### src/rtl/page_prog_pkg.sv
package page_prog_pkg;
  localparam int BYTE_W = 8;
  localparam int SLOTS  = 4;

  typedef enum logic [1:0] {
    ST_IDLE,
    ST_ARMED,
    ST_BUSY
  } seq_st_e;

  typedef enum logic {
    CYC_PAGE,
    CYC_STAT
  } cyc_kind_e;
endpackage

### src/rtl/page_buf.sv
module page_buf
  import page_prog_pkg::*;
#(
  parameter int AW = 8,
  localparam int PW = $clog2(SLOTS)
) (
  input  logic              clk_i,
  input  logic              rst_ni,
  input  logic              load_i,
  input  logic [AW-1:0]     addr_i,
  input  logic              wr_i,
  input  logic [BYTE_W-1:0] data_i,
  input  logic [PW-1:0]     rd_slot_i,
  output logic [AW-PW-1:0]  page_o,
  output logic [SLOTS-1:0]  mask_o,
  output logic [BYTE_W-1:0] rd_data_o,
  output logic              has_data_o
);
  logic [PW-1:0]     ptr_q;
  logic [AW-PW-1:0]  page_q;
  logic [BYTE_W-1:0] data_q [SLOTS];
  logic [SLOTS-1:0]  mask_q;

  always_ff @(posedge clk_i or negedge rst_ni) begin
    if (!rst_ni) begin
      ptr_q  <= '0;
      page_q <= '0;
    end else if (load_i) begin
      ptr_q  <= addr_i[PW-1:0];
      page_q <= addr_i[AW-1:PW];
    end else if (wr_i) begin
      ptr_q  <= ptr_q + 1'b1;  // low bits only, wraps in page
    end
  end

  for (genvar g = 0; g < SLOTS; g++) begin : g_slot
    always_ff @(posedge clk_i or negedge rst_ni) begin
      if (!rst_ni) begin
        data_q[g] <= '0;
        mask_q[g] <= 1'b0;
      end else if (load_i) begin
        mask_q[g] <= 1'b0;
      end else if (wr_i && ptr_q == PW'(g)) begin
        data_q[g] <= data_i;
        mask_q[g] <= 1'b1;
      end
    end
  end

  assign page_o     = page_q;
  assign mask_o     = mask_q;
  assign rd_data_o  = data_q[rd_slot_i];
  assign has_data_o = |mask_q;
endmodule

### src/rtl/prog_timer.sv
module prog_timer #(
  parameter int PROG_CYC = 5000,
  localparam int CW = $clog2(PROG_CYC + 1)
) (
  input  logic          clk_i,
  input  logic          rst_ni,
  input  logic          go_i,
  output logic          busy_o,
  output logic [CW-1:0] cnt_o,
  output logic          last_o
);
  localparam logic [CW-1:0] LAST = CW'(PROG_CYC - 1);

  logic          busy_q;
  logic [CW-1:0] cnt_q;

  always_ff @(posedge clk_i or negedge rst_ni) begin
    if (!rst_ni) begin
      busy_q <= 1'b0;
      cnt_q  <= '0;
    end else if (!busy_q) begin
      if (go_i) begin
        busy_q <= 1'b1;
        cnt_q  <= '0;
      end
    end else if (cnt_q == LAST) begin
      busy_q <= 1'b0;
      cnt_q  <= '0;
    end else begin
      cnt_q <= cnt_q + 1'b1;
    end
  end

  assign busy_o = busy_q;
  assign cnt_o  = cnt_q;
  assign last_o = busy_q && cnt_q == LAST;
endmodule

### src/rtl/page_prog_seq.sv
module page_prog_seq
  import page_prog_pkg::*;
#(
  parameter int AW       = 8,
  parameter int PROG_CYC = 5000
) (
  input  logic              clk_i,
  input  logic              rst_ni,
  input  logic              start_i,
  input  logic [AW-1:0]     addr_i,
  input  logic              bit_stb_i,
  input  logic              byte_vld_i,
  input  logic [BYTE_W-1:0] byte_i,
  input  logic              cs_rise_i,
  input  logic              permit_i,
  input  logic              sr_go_i,
  output logic              busy_o,
  output logic              done_o,
  output logic              sr_cyc_o,
  output logic              arr_we_o,
  output logic [AW-1:0]     arr_addr_o,
  output logic [BYTE_W-1:0] arr_data_o
);
  localparam int PW = $clog2(SLOTS);
  localparam int CW = $clog2(PROG_CYC + 1);
  localparam logic [CW-1:0] SLOT_LIM = CW'(SLOTS);

  seq_st_e   st_q;
  cyc_kind_e kind_q;
  logic      partial_q;

  logic [AW-PW-1:0]  page;
  logic [SLOTS-1:0]  mask;
  logic [BYTE_W-1:0] rd_data;
  logic              has_data;
  logic              tmr_busy, tmr_last;
  logic [CW-1:0]     cnt;
  logic [PW-1:0]     slot;
  logic              commit_ok, page_go, stat_go;

  assign slot      = cnt[PW-1:0];
  assign commit_ok = !partial_q && has_data && permit_i;
  assign page_go   = st_q == ST_ARMED && cs_rise_i && commit_ok;
  assign stat_go   = st_q == ST_IDLE && sr_go_i && !start_i;

  page_buf #(.AW(AW)) u_buf (
    .clk_i      (clk_i),
    .rst_ni     (rst_ni),
    .load_i     (start_i && st_q != ST_BUSY),
    .addr_i     (addr_i),
    .wr_i       (st_q == ST_ARMED && byte_vld_i),
    .data_i     (byte_i),
    .rd_slot_i  (slot),
    .page_o     (page),
    .mask_o     (mask),
    .rd_data_o  (rd_data),
    .has_data_o (has_data)
  );

  prog_timer #(.PROG_CYC(PROG_CYC)) u_tmr (
    .clk_i  (clk_i),
    .rst_ni (rst_ni),
    .go_i   (page_go || stat_go),
    .busy_o (tmr_busy),
    .cnt_o  (cnt),
    .last_o (tmr_last)
  );

  always_ff @(posedge clk_i or negedge rst_ni) begin
    if (!rst_ni) begin
      st_q      <= ST_IDLE;
      kind_q    <= CYC_PAGE;
      partial_q <= 1'b0;
    end else begin
      unique case (st_q)
        ST_IDLE: begin
          if (start_i) begin
            st_q      <= ST_ARMED;
            partial_q <= 1'b0;
          end else if (stat_go) begin
            st_q   <= ST_BUSY;
            kind_q <= CYC_STAT;
          end
        end
        ST_ARMED: begin
          if (cs_rise_i) begin
            st_q   <= page_go ? ST_BUSY : ST_IDLE;
            kind_q <= CYC_PAGE;
          end else if (start_i) begin
            partial_q <= 1'b0;
          end else if (byte_vld_i) begin
            partial_q <= 1'b0;
          end else if (bit_stb_i) begin
            partial_q <= 1'b1;  // stray bits after last full byte
          end
        end
        ST_BUSY: begin
          if (tmr_last) st_q <= ST_IDLE;
        end
        default: st_q <= ST_IDLE;
      endcase
    end
  end

  assign busy_o     = tmr_busy;
  assign done_o     = tmr_last;
  assign sr_cyc_o   = tmr_busy && kind_q == CYC_STAT;
  assign arr_we_o   = tmr_busy && kind_q == CYC_PAGE && cnt < SLOT_LIM && mask[slot];
  assign arr_addr_o = {page, slot};
  assign arr_data_o = rd_data;
endmodule

### config.mk
export PLATFORM = sky130hd
export DESIGN_NAME = page_prog_seq
export DESIGN_NICKNAME = d
export VERILOG_FILES = /design/src/rtl/page_prog_pkg.sv /design/src/rtl/page_buf.sv /design/src/rtl/prog_timer.sv /design/src/rtl/page_prog_seq.sv
export SDC_FILE = /design/constraint.sdc
export NUM_CORES = 1
export LEC_CHECK = 0
export BUFFER_PORTS_ARGS = -buffer_cell sky130_fd_sc_hd__buf_2
export CORE_ASPECT_RATIO = 2
export CORE_MARGIN = 1
export CORE_UTILIZATION = 30
export DETAILED_ROUTE_END_ITERATION = 10
export GPL_TIMING_DRIVEN = 0
export HOLD_SLACK_MARGIN = 0.02
export PLACE_DENSITY = 0.54
export RECOVER_POWER = 50
export SYNTH_ARGS = -nofsm -noshare
export SYNTH_HDL_FRONTEND = slang
export SYNTH_HIERARCHICAL = 1
export SYNTH_SLANG_ARGS = --single-unit
### constraint.sdc
create_clock -name clk_i -period 2.56 [get_ports clk_i]
set_input_delay 0.256 -clock clk_i [delete_from_list [all_inputs] [get_ports clk_i]]
set_output_delay 0.256 -clock clk_i [all_outputs]
set_load 0.1 [all_outputs]
== After elaboration in Yosys (flattened, before gate mapping) ==
Index checks and enable logic that the tools add are counted.
Cells by class
  $add $sub $neg: 2
  multipliers: 0
  divide/modulo/power cells: 0
  magnitude comparators: 3
  eq/ne operators: 15
  shifts and indexed selects: 0
  mux-type cells: 37
  bitwise operators: 3
  reductions and logical operators: 37
Operators by type and width (number)
  2-to-1 mux 13 bit: 3
  2-to-1 mux 1 bit: 20
  logical AND 1 bit: 17
  binary-select mux 8 bit (select 2 bit): 1
  2-to-1 mux 8 bit: 2
  2-to-1 mux 2 bit: 7
  inequality test 2 bit (second input constant): 7
  nonzero test 2 bit: 7
  adder 13 x 1 -> 13 bit (second input constant): 1
  == test 13 bit (second input constant): 1
  less-than comparator 13 x 3 -> 1 bit (second input constant): 1
  AND reduction 2 bit: 4
  AND reduction 4 bit: 2
  == test 2 bit (second input constant): 3
  one-hot mux 2 bit (3 select lines): 1
  == test 2 x 1 -> 1 bit (second input constant): 2
  zero test 2 bit: 2
  inequality test 4 bit (second input constant): 1
  one-hot mux 1 bit (2 select lines): 2
  OR reduction 4 bit: 1
  greater-or-equal comparator 3 bit (second input constant): 1
  less-than comparator 2 x 3 -> 1 bit (second input constant): 1
  inequality test 3 bit (second input constant): 1
  NOT 2 -> 3 bit: 1
  6 further kinds: 8
Storage, ports and cells
  flip-flop bits (word level): 62
  bits in latches: 0
  bits in writable memories: 0
  ROM bits: 0
  input bits: 24
  output and inout bits: 20
  logic and storage cells: 112
  memories: 0

== Longest topological paths before layout ==
  depth after elaboration: 7
  mapped depth: 7
  mapped depth without buffers: 7

== By module ==
Netlist, hierarchy kept.
By module, submodules not included
  page_buf: instances 1, cells an instance 120, area an instance 2005.7 um^2, seq. area each 1101.1 um^2
  prog_timer: instances 1, cells an instance 87, area an instance 822.0 um^2, seq. area each 350.3 um^2
  page_prog_seq: instances 1, cells an instance 34, area an instance 302.8 um^2, seq. area each 100.1 um^2

== Worst setup path before layout ==
OpenSTA, ideal clock, no wires.
  path kind: register to register
  start point: register u_tmr.cnt_q[0] (netlist: u_tmr/cnt_o[0])
  end point: register st_q[1]
  setup time: 127 ps
  data arrival time: 2684 ps
  required time: 2433 ps
  path slack: -251 ps
  stages on the path, launching flop included: 8
  buffers on the path: 0
  period minus slack after synthesis: 2811 ps
  cells stage by stage: dfrtp_1 -> ha_1 -> nand2_1 -> nor3_1 -> and3_1 -> inv_1 -> a21oi_1 -> o21ai_0
On the way
  word-level cells in the longest chain between the ends: 4
Ends and longest elaborated chain
  start, declared: line prog_timer.sv:15  | logic [CW-1:0] cnt_q;
  start signal, assigned: line prog_timer.sv:30  | cnt_q <= cnt_q + 1'b1;
  == test 13 bit: line prog_timer.sv:36  | assign last_o = busy_q && cnt_q == LAST;
  logical AND 1 bit: line prog_timer.sv:36
  via done_o: line page_prog_seq.sv:18  | output logic done_o,
  inequality test 2 bit (no source line)
  AND reduction 3 bit (no source line)
  end signal, assigned: line page_prog_seq.sv:87  | st_q <= page_go ? ST_BUSY : ST_IDLE;
  end, declared: line page_prog_seq.sv:28  | seq_st_e st_q;
The timed path passes the listed nets, and every way through them passes these cells.
A chain may end at the register's enable or synchronous reset.

== Worst setup path in the final report ==
  start point: register u_tmr.cnt_q[4] (netlist: u_tmr/cnt_o[4])
  end point: output done_o
On the way
  word-level cells in the longest chain between the ends: 2
Ends and longest elaborated chain (line)
  == test 13 bit: prog_timer.sv:36
  logical AND 1 bit: prog_timer.sv:36
  end, declared: page_prog_seq.sv:18
No other way between the ends.

==> reports/qor.csv <==
metric,value,unit
cts-resized-gates,0,
cp-startpoint,u_tmr/cnt_o[4],
power_frac_comb,46.5,%
die_w,74.2,um
worst_slack,0.128,ns
ant_nets,0,
seq_area_frac_synth,49.6,%
synth_top_area_share,49.6,%
max_slew_margin,-2.02,%
p_int,0.00291,W
dieArea,10900,um^2
place_congestion,0.937,
worst_pin_slew,1.53,ns
route.detailed.drc,0,
tns,0,ns
finalCriticalPeriod,2.43,ns
grt_overflow,0,
clk_pin_slew,0.05,ns
hold_viol,0,
rows,52,
syn_area,3130,um^2
synth_area_leader_cell,dfrtp_1,
area_growth_syn_to_layout,22.0,%
cts_tree,done,
drt_iter0_markers,77,
ys_async_sr_fraction,100,%
p_sw_share,46.5,%
status,"complete, but fails checks",
violations,"capacitance limit, slew limit",
maxCapViolCount,1,
cp-end-kind,primary output,
clockBufferDepth,2,
die_y,146,um
h-tree-depth,3,
synthTopCellsByArea,"dfrtp_1 (50%), mux2_2 (13%), mux4_1 (6.7%)",
core_region_area,10100,um^2
power.leakage,1.85,nW
synth_edf_count,0,
numPortBuffers,43,
p_clk_share,22.6,%
grt_pass1_wl,11300,um
hold_class,in -> reg,
io_pins,44,
synth_warnings,6,
ir_drop,680,uV
required,2.30,ns
cts_setup_buffers,0,
max_freq,411,MHz
final.setup_skew,0.00552,ns
diodes,0,
cts_root_buffer,clkbuf_16,
seqPwrFrac,30.9,%
cts_buffers,9,
reg2reg_from,u_buf/mask_o[1],
place_area,3520,um^2
vias_per_cell,4.89,
syn-num-nets,270,
hpwl,5060,um
insertion_delay,0.32,ns
grt_max_degree,63,
vias,2127,
crit_arrival,2.18,ns
setup_viol,0,
wl_per_cell,16.1,um
worstSetupPathType,reg -> out,
num-fill-cells,1032,
ys_seq_elements,62,
synth_area_per_cell,13.0,um^2
drive_above_1_share,37.3,%
grt_usage,14.2,%
reg2regPathDepth,7,
rsz0062_at_grt,no,
power.switching,0.00253,W
start_kind,flop,
nNetsFinal,324,
initial_core_util,30.8,%
postLayoutCellArea,3820,um^2
dr.pass1.iters,4,
synth_cells,241,
post-place-ws,0.194,ns
hp-start,addr_i[1],
crit_fanout,8,
synth.distinct_cells,50,
ys.flop_type,dfrtp_1,
drv_slew,63,
powerDensity,1430,nW/um^2
clock-sinks,62,
antenna_found_initial,0,
grt_pass1_vias,2231,
cts_hold_buf,0,
fin_crit_sh,95.0,%
hold_path_depth,3,
wl,7020,um
path summary, 6_finish.rpt:
path / endpoint / slack (ns)
max: done_o / 0.13
min: u_buf/ptr_q[1] / 0.15
max reg2reg: u_tmr/cnt_o[2] / 0.17
min reg2reg: u_buf/data_q[19] / 0.49
max in group asynchronous: u_tmr/cnt_o[0] / 1.21
min in group asynchronous: st_q[1] / 0.30
sequential cells by signal, summed over array words and instances (netlist names):
signal	count
partial_q	1
u_buf/page_o	6
u_buf/mask_o	4
u_buf/ptr_q	2
kind_q	1
st_q	2
u_buf/data_q	32
u_tmr/cnt_o	13
u_tmr/busy_o	1
synthesized netlist by cell type, types with 2 or more instances:
| cell | instances |
|---|---|
| nor2b_1 | 3 |
| mux2i_1 | 2 |
| nand3b_1 | 2 |
| mux2_2 | 36 |
| ha_1 | 5 |
| buf_6 | 3 |
| a21oi_1 | 12 |
| nor3_1 | 4 |
| o21ai_0 | 9 |
| mux2_4 | 2 |
| nand2b_1 | 3 |
| and3_1 | 3 |
| nand4_1 | 4 |
| nand2_1 | 12 |
| mux4_1 | 8 |
| nand3_1 | 10 |
| nor2_1 | 8 |
| dfrtp_1 | 62 |
| inv_1 | 10 |
| nand3b_4 | 4 |
| a22o_1 | 2 |
| clkbuf_1 | 3 |
| o22ai_1 | 3 |
| and2_1 | 4 |
| and4_1 | 2 |
critical path, cell delays in order (launching register included):
cell and delay [ns]:
dfrtp_1 0.46, or4b_4 0.61, nor3_1 0.13, and3_2 0.22
buf_2 0.43
cell families (layout without fill, tap and decap cells):
kind of cell,count (synthesis),count (layout),synth area share (%)
AO/OA/AOI/OAI,37,37,8.47
XOR/XNOR,1,1,0.280
adder cells (fa/ha/maj),5,5,2.00
buffers and inverters,17,76,2.80
flip-flops,62,62,49.6
multiplexers,49,49,22.0
AND/OR/NAND/NOR,70,70,14.9
area by class of cell:
type	count	area (um^2)	share of cell area, %
flip-flops and latches	62	1550	40.7
multi-input cells	162	1490	39.1
clock buffers	10	239	6.26
repair buffers	43	208	5.44
well taps	135	169	4.42
clock inverters	6	70.1	1.83
plain buffers	7	50.0	1.31
inverters	10	37.5	0.983
routing by layer:
layer  wire length (um)  global-route usage [%]  part of all wire (%)  vias up
met2               3950                    25.5                    56       46
met1               2640                    15.1                    38     1051
li1                   -                       -                     -     1014
met5                  0                       0                     0        -
met3                203                    2.42                   2.9       16
met4                233                    7.45                   3.3        0
through the flow:
stage               hold slack (ns)  total power [W]  std cells  util, %
floorplan                   -0.0396          0.00377        241        -
global placement              0.466          0.00422        419     34.7
detailed placement            0.477          0.00427        419     34.7
CTS                           0.139          0.00552        435     37.7
global route                  0.163          0.00572        435     37.6
finish                        0.150          0.00545        435     37.6
power by group through the flow:
| stage | logic (W) | clock network, W | registers, W |
|---|---|---|---|
| after floorplan | 0.00181 | 0 | 0.00196 |
| after global placement | 0.00254 | 0 | 0.00168 |
| after detailed placement | 0.00257 | 0 | 0.00170 |
| after CTS | 0.00258 | 0.00126 | 0.00169 |
| after global routing | 0.00266 | 0.00131 | 0.00175 |
| final | 0.00253 | 0.00123 | 0.00168 |
cells in the final DEF (no fill, tap or decap), types with 3 or more instances in the layout:
cell,synthesis,layout
buf_2,1,37
clkinvlp_4,0,3
ha_1,5,5
a21oi_1,12,12
nand3_1,10,10
mux4_1,8,8
o22ai_1,3,3
nand3b_4,4,4
buf_6,3,3
clkbuf_1,3,8
mux2_2,36,36
nand2_1,12,12
nand2b_1,3,3
clkbuf_16,0,9
nor2_1,8,8
nor3_1,4,4
and2_1,4,4
dfrtp_1,62,60
nand4_1,4,4
o21ai_0,9,9
inv_1,10,10
nor2b_1,3,3
No activity file was read; power rests on OpenSTA's default activity.
